===== config.mk =====
export PLATFORM = sky130hd
export DESIGN_NAME = ctmr_unit
export DESIGN_NICKNAME = d
export VERILOG_FILES = /design/src/rtl/ctmr_pkg.sv /design/src/rtl/ctmr_div16.sv /design/src/rtl/ctmr_srcsel.sv /design/src/rtl/ctmr_core.sv /design/src/rtl/ctmr_unit.sv
export SDC_FILE = /design/constraint.sdc
export NUM_CORES = 1
export LEC_CHECK = 0
export ABC_AREA = 1
export BUFFER_PORTS_ARGS = -buffer_cell sky130_fd_sc_hd__buf_2
export CORE_UTILIZATION = 48
export DETAILED_ROUTE_END_ITERATION = 12
export PLACE_DENSITY = 0.68
export SETUP_SLACK_MARGIN = 0.1
export SLEW_MARGIN = 25
export SYNTH_ARGS = -nofsm -noshare
export SYNTH_HDL_FRONTEND = slang
export SYNTH_HIERARCHICAL = 1
export SYNTH_SLANG_ARGS = --single-unit

===== constraint.sdc =====
create_clock -name clk -period 4.3 [get_ports clk]
set_input_delay 0.215 -clock clk [delete_from_list [all_inputs] [get_ports clk]]
set_output_delay 0.215 -clock clk [all_outputs]
set_load 0.02 [all_outputs]

===== src/rtl/ctmr_pkg.sv =====
package ctmr_pkg;
  localparam int CNT_W  = 16;
  localparam int BYTE_W = 8;
  localparam int PRE_W  = 4;

  typedef enum logic [2:0] {
    M_CNT_EXT   = 3'd0,
    M_CNT_TXA   = 3'd1,
    M_CNT_TXB   = 3'd2,
    M_CNT_XT16  = 3'd3,
    M_TMR_EXT   = 3'd4,
    M_TMR_EXT16 = 3'd5,
    M_TMR_XT    = 3'd6,
    M_TMR_XT16  = 3'd7
  } ctmr_mode_e;
endpackage


===== src/rtl/ctmr_div16.sv =====
module ctmr_div16 #(
  parameter int PRE_W = 4
) (
  input  logic clk,
  input  logic rst,
  input  logic clr,
  input  logic in_tick,
  output logic out_tick
);
  logic [PRE_W-1:0] ph_q;

  assign out_tick = in_tick && (ph_q == '1);

  always_ff @(posedge clk) begin
    if (rst || clr) ph_q <= '0;
    else if (in_tick) ph_q <= ph_q + 1'b1;
  end
endmodule


===== src/rtl/ctmr_srcsel.sv =====
module ctmr_srcsel
  import ctmr_pkg::*;
(
  input  logic [2:0] mode_sel,
  input  logic       xtal_tick,
  input  logic       xtal_div,
  input  logic       ext_tick,
  input  logic       ext_div,
  input  logic       txa_tick,
  input  logic       txb_tick,
  output logic       src_tick
);
  always_comb begin
    unique case (ctmr_mode_e'(mode_sel))
      M_CNT_EXT:   src_tick = ext_tick;
      M_CNT_TXA:   src_tick = txa_tick;
      M_CNT_TXB:   src_tick = txb_tick;
      M_CNT_XT16:  src_tick = xtal_div;
      M_TMR_EXT:   src_tick = ext_tick;
      M_TMR_EXT16: src_tick = ext_div;
      M_TMR_XT:    src_tick = xtal_tick;
      default:     src_tick = xtal_div;
    endcase
  end
endmodule


===== src/rtl/ctmr_core.sv =====
module ctmr_core #(
  parameter int CNT_W  = 16,
  parameter int BYTE_W = 8
) (
  input  logic              clk,
  input  logic              rst,
  input  logic              is_timer,
  input  logic              src_tick,
  input  logic              wr_en,
  input  logic              wr_sel,
  input  logic [BYTE_W-1:0] wr_data,
  input  logic              start_stb,
  input  logic              stop_stb,
  output logic [CNT_W-1:0]  cnt_q,
  output logic              ready,
  output logic              tog_out
);
  localparam int HALF = CNT_W / 2;
  localparam logic [CNT_W-1:0] ONE = {{(CNT_W-1){1'b0}}, 1'b1};

  logic [CNT_W-1:0] reload_q;
  logic             run_q;
  logic             half_q;
  logic [CNT_W-1:0] load_val;
  logic             at_zero;
  logic             halt;
  logic             step;
  logic             uflow;

  assign load_val = (is_timer && reload_q == '0) ? ONE : reload_q;
  assign at_zero  = (cnt_q == '0);
  assign halt     = stop_stb && !is_timer;
  assign step     = run_q && src_tick && !halt && !start_stb;
  assign uflow    = step && at_zero;

  always_ff @(posedge clk) begin
    if (rst) begin
      reload_q <= '0;
    end else if (wr_en) begin
      if (wr_sel) reload_q[HALF-1:0]     <= wr_data[HALF-1:0];
      else        reload_q[CNT_W-1:HALF] <= wr_data[HALF-1:0];
    end
  end

  always_ff @(posedge clk) begin
    if (rst) begin
      cnt_q   <= '0;
      run_q   <= 1'b0;
      half_q  <= 1'b0;
      tog_out <= 1'b0;
    end else if (start_stb) begin
      cnt_q   <= load_val;
      run_q   <= 1'b1;
      half_q  <= 1'b0;
      tog_out <= 1'b0;
    end else begin
      if (halt) run_q <= 1'b0;
      if (step) begin
        if (at_zero && is_timer) begin
          cnt_q   <= load_val;
          tog_out <= ~tog_out;
          half_q  <= ~half_q;
        end else begin
          cnt_q <= cnt_q - 1'b1;
        end
      end
    end
  end

  always_ff @(posedge clk) begin
    if (rst || start_stb || stop_stb) ready <= 1'b0;
    else if (uflow && (!is_timer || half_q)) ready <= 1'b1;
  end

  // start takes the reload value
  assert_start_load_R4: assert property (@(posedge clk) disable iff (rst)
    start_stb && !is_timer |=> cnt_q == $past(reload_q));
  assert_start_zero_R4: assert property (@(posedge clk) disable iff (rst)
    start_stb && is_timer && reload_q == '0 |=> cnt_q == ONE);
  // counter mode never moves the pin output
  assert_cnt_no_tog_R5: assert property (@(posedge clk) disable iff (rst)
    !is_timer && !start_stb |=> $stable(tog_out));
  // timer underflow flips the output
  assert_tmr_tog_R6: assert property (@(posedge clk) disable iff (rst)
    is_timer && uflow |=> tog_out != $past(tog_out));
  // in timer mode ready rises together with the falling output edge
  assert_tmr_ready_R7: assert property (@(posedge clk) disable iff (rst)
    $rose(ready) && $past(is_timer) |-> $fell(tog_out));
  // stop clears ready and freezes a counter
  assert_stop_clr_R8: assert property (@(posedge clk) disable iff (rst)
    stop_stb |=> !ready);
  assert_stop_hold_R8: assert property (@(posedge clk) disable iff (rst)
    stop_stb && !is_timer && !start_stb |=> $stable(cnt_q));
endmodule


===== src/rtl/ctmr_unit.sv =====
module ctmr_unit
  import ctmr_pkg::*;
(
  input  logic              clk,
  input  logic              rst,
  input  logic [2:0]        mode_sel,
  input  logic              xtal_tick,
  input  logic              ext_tick,
  input  logic              txa_tick,
  input  logic              txb_tick,
  input  logic              wr_en,
  input  logic              wr_sel,
  input  logic [BYTE_W-1:0] wr_data,
  input  logic              rd_sel,
  output logic [BYTE_W-1:0] rd_data,
  input  logic              start_stb,
  input  logic              stop_stb,
  output logic              ready,
  output logic              tog_out
);
  localparam int NPRE = 2;
  localparam int HALF = CNT_W / 2;

  logic [NPRE-1:0]  raw_tick;
  logic [NPRE-1:0]  div_tick;
  logic             src_tick;
  logic [CNT_W-1:0] cnt;

  assign raw_tick = {ext_tick, xtal_tick};

  for (genvar g = 0; g < NPRE; g++) begin : g_pre
    ctmr_div16 #(.PRE_W(PRE_W)) u_div (
      .clk      (clk),
      .rst      (rst),
      .clr      (start_stb),
      .in_tick  (raw_tick[g]),
      .out_tick (div_tick[g])
    );
  end

  ctmr_srcsel u_sel (
    .mode_sel  (mode_sel),
    .xtal_tick (xtal_tick),
    .xtal_div  (div_tick[0]),
    .ext_tick  (ext_tick),
    .ext_div   (div_tick[1]),
    .txa_tick  (txa_tick),
    .txb_tick  (txb_tick),
    .src_tick  (src_tick)
  );

  ctmr_core #(.CNT_W(CNT_W), .BYTE_W(BYTE_W)) u_core (
    .clk       (clk),
    .rst       (rst),
    .is_timer  (mode_sel[2]),
    .src_tick  (src_tick),
    .wr_en     (wr_en),
    .wr_sel    (wr_sel),
    .wr_data   (wr_data),
    .start_stb (start_stb),
    .stop_stb  (stop_stb),
    .cnt_q     (cnt),
    .ready     (ready),
    .tog_out   (tog_out)
  );

  always_ff @(posedge clk) begin
    if (rst) rd_data <= '0;
    else     rd_data <= rd_sel ? cnt[HALF-1:0] : cnt[CNT_W-1:HALF];
  end

  // read lane follows the selected count byte one cycle later
  assert_rd_lane_R10: assert property (@(posedge clk) disable iff (rst)
    !$past(rst) |-> rd_data == ($past(rd_sel) ? $past(cnt[HALF-1:0]) : $past(cnt[CNT_W-1:HALF])));
endmodule


==> results.txt <==
Number of antenna violations at the first check in global routing: 0
HP Class: in -> reg
Reg clk slew, reported paths: 100 ps
Total via count in the routed design: 2728
X dimension of the die: 78.6 microns
Clock Path Buffers: 2
Maximum level of the CTS H-tree: 2
Critical setup path kind: reg -> reg
Layout cell share with drive strength beyond 1: 0.118
Largest net degree at the start of global routing: 21
Worst slew pin tran: 491 ps
Count of hold-fix buffers inserted at cts: 0
Number of violations reported at the end of detailed-routing iteration 0: 168
Pwr/cell area: 367 nW/um^2
Router iterations before antenna repair: 5
Startpoint type of the worst setup path: flip-flop
Core region area: 5570 sq um
Cell count after synthesis: 447
Die Area: 6180 sq um
Share of the clock period used by the worst path after layout: 0.504
Flip-flop and latch count after synthesis: 52
Global Route Usage Sum: 0.229
Most common flop cell mapped by yosys: sky130_fd_sc_hd__dfxtp_1
Number of failing setup endpoints in the final timing report: 0
Required time of the critical path: 4550 ps
Highest net fanout along the worst path: 12
Final worst path period need: 2170 ps
Clock tree root buffer cell: sky130_fd_sc_hd__clkbuf_8
Clock tree sinks: 52
Async SR Flop Fraction: 0
Endpoints failing hold: 0
WL per Instance: 11.7 microns
Number of cell rows: 27
Met2 Track Usage GR: 0.383
Mean post-synth cell area: 6.30 sq um
Worst rel slew slack: 0.672
Result of the run: finished, final reports clean
Post-CTS Setup Bufs: 0
HPWL Detailed: 4.80 mm
Sequential element share of the synthesized area: 0.369
Placed instance count: 539
Drt via density: 4.99
Unrepaired setup endpoints after global routing: no
Initial standard-cell utilization of the core: 0.505
Synthesized netlist net count: 472
Relative area change from synthesis to final layout: 10.9%
Finished Layout Cells: 547
Data arrival at the endpoint of the critical path: 2420 ps
Buffers on Ports: 31
Antenna-violating nets left: 0
Peak VDD IR: 0.186 mV
Setup TNS: 0 ps
Combined area of all synthesized cells: 2820 sq um
Slew Viols, Final: 0
Busiest grt layer: met2
Global-route wire length before repair: 11.2 mm
Routed Wire Length: 6.42 mm
Ant diodes: 0
Number of flops mapped to enable cells by yosys: 0
Count of distinct cell types in the synthesized netlist: 28
Vias in the first global route: 2508
Setup clock skew after layout: 6.86 ps
TritonCTS clock tree: built
Maximum clock frequency: 461 MHz
Routing usage on met1: 0.301
Leakage power total: 1.49 nW
Minimum hold slack: 95.2 ps
# nets final: 499
Final RePlAce weighted congestion: 0.890
Met3 Usage GRT: 0.0395
DRC violations left: 0
Crit path capture type: flip-flop
Die boundary height: 78.6 microns
Number of I/O pins: 32
Clock insertion delay at the later pin of the skew report: 310 ps
Post-cts resize count: 0
Number of maximum-capacitance constraint violations: 0
Yosys warning total: 6
Grt ovf: 0
Number of buffers created by CTS: 5
==> path summary, 6_finish.rpt <==
kind | from | end | slack, ps | cells past startpoint
min reg2reg | u_core/tog_out | u_core/tog_out | 480 | 2
min | stop_stb | u_core/ready | 100 | 2
max | g_pre[0].u_div/ph_q[0] | u_core/cnt_q[11] | 2130 | 15
max reg2reg | g_pre[0].u_div/ph_q[0] | u_core/cnt_q[11] | 2130 | 15
==> synth_stat cells (2+ instances only) <==
| cell type | number | area (sq um) |
|---|---|---|
| sky130_fd_sc_hd__a21oi_1 | 25 | 125 |
| sky130_fd_sc_hd__buf_2 | 3 | 15.0 |
| sky130_fd_sc_hd__buf_6 | 2 | 22.5 |
| sky130_fd_sc_hd__clkbuf_1 | 5 | 18.8 |
| sky130_fd_sc_hd__dfxtp_1 | 52 | 1040 |
| sky130_fd_sc_hd__ha_1 | 3 | 37.5 |
| sky130_fd_sc_hd__inv_1 | 63 | 236 |
| sky130_fd_sc_hd__inv_2 | 3 | 11.3 |
| sky130_fd_sc_hd__nand2_1 | 103 | 387 |
| sky130_fd_sc_hd__nand2_2 | 3 | 18.8 |
| sky130_fd_sc_hd__nand3_1 | 43 | 215 |
| sky130_fd_sc_hd__nand3b_1 | 4 | 30.0 |
| sky130_fd_sc_hd__nand4_1 | 2 | 12.5 |
| sky130_fd_sc_hd__nor2_1 | 87 | 327 |
| sky130_fd_sc_hd__nor2_2 | 5 | 31.3 |
| sky130_fd_sc_hd__nor3_1 | 2 | 10.0 |
| sky130_fd_sc_hd__o21ai_0 | 24 | 120 |
| sky130_fd_sc_hd__o22ai_1 | 4 | 25.0 |
| sky130_fd_sc_hd__xnor2_1 | 3 | 26.3 |
| sky130_fd_sc_hd__xor2_1 | 3 | 26.3 |
==> cells in the final DEF, fill, tap and decap left out, drive strengths merged <==
master / n
nand2: 107
nor2: 93
inv: 66
dfxtp: 52
nand3: 44
buf: 31
a21oi: 26
o21ai: 24
clkbuf: 7
o22ai: 4
nand3b: 4
ha: 3
xor2: 3
xnor2: 3
nand4: 3
nor3: 2
bufinv: 1
or2: 1
a31oi: 1
==> per-layer routing <==
| layer | vias to the layer above | part of all wire |
|---|---|---|
| li1 | 1450 | - |
| met1 | 1211 | 0.49 |
| met4 | 0 | 0.0073 |
| met2 | 63 | 0.46 |
| met3 | 4 | 0.045 |
| met5 | - | 0 |
==> registers in the layout, indices dropped and copies added, names as in the netlist <==
name	flops
g_pre.u_div/ph_q	8
u_core/ready	1
u_core/cnt_q	16
u_core/run_q	1
u_core/tog_out	1
rd_data	8
u_core/reload_q	16
u_core/half_q	1
==> through the flow <==
step                      instance area [sq um]   util  setup slack, ps  power (W)
final                                      3130  0.561             2130    0.00115
after floorplan                            2820      -             2490   0.000723
after global placement                     3000  0.538             2180   0.000781
after detailed placement                   3000  0.538             2170   0.000782
after global routing                       3130  0.561             1880    0.00121
after CTS                                  3130  0.561             2140    0.00115
==> layout make-up <==
class,instances,area (sq um)
clock inverter,1,30.0
inverter,66,248
sequential,52,1040
tap,72,90.1
clock buffer,7,96.3
fill,572,2450
multi-input combinational,318,1470
timing repair buffer,31,155
==> critical path, stage by stage, from the launching register on <==
cell and delay (ps):
sky130_fd_sc_hd__dfxtp_1 390, sky130_fd_sc_hd__ha_1 190, sky130_fd_sc_hd__nand3_1 100, sky130_fd_sc_hd__nor2_1 150, sky130_fd_sc_hd__o22ai_1 110, sky130_fd_sc_hd__inv_1 60
sky130_fd_sc_hd__nand2_1 50, sky130_fd_sc_hd__inv_1 60, sky130_fd_sc_hd__nand3_2 130, sky130_fd_sc_hd__nand2_4 140, sky130_fd_sc_hd__inv_2 130, sky130_fd_sc_hd__a21oi_4 270
sky130_fd_sc_hd__nand2_1 120, sky130_fd_sc_hd__nor2_1 110, sky130_fd_sc_hd__nor2_1 40, sky130_fd_sc_hd__nor2_1 70
==> cell families after synthesis <==
kind of cell               after synthesis  synth area share
and+or+nand+nor                        254             0.384
buffers and inverters                   77             0.111
AOI/OAI and AO/OA                       55             0.104
DFF                                     52             0.369
xor gates and xnor gates                 6            0.0187
adders and majority gates                3            0.0133
==> where the power goes <==
| group | switching (W) | internal (W) | leakage [nW] |
|---|---|---|---|
| clock network | 0.000165 | 0.000206 | 0.0645 |
| logic | 0.000162 | 0.0000853 | 1.00 |
| registers | 0.0000214 | 0.000506 | 0.426 |
| total | 0.000348 | 0.000797 | 1.49 |
No activity file was read; power rests on OpenSTA's default activity.
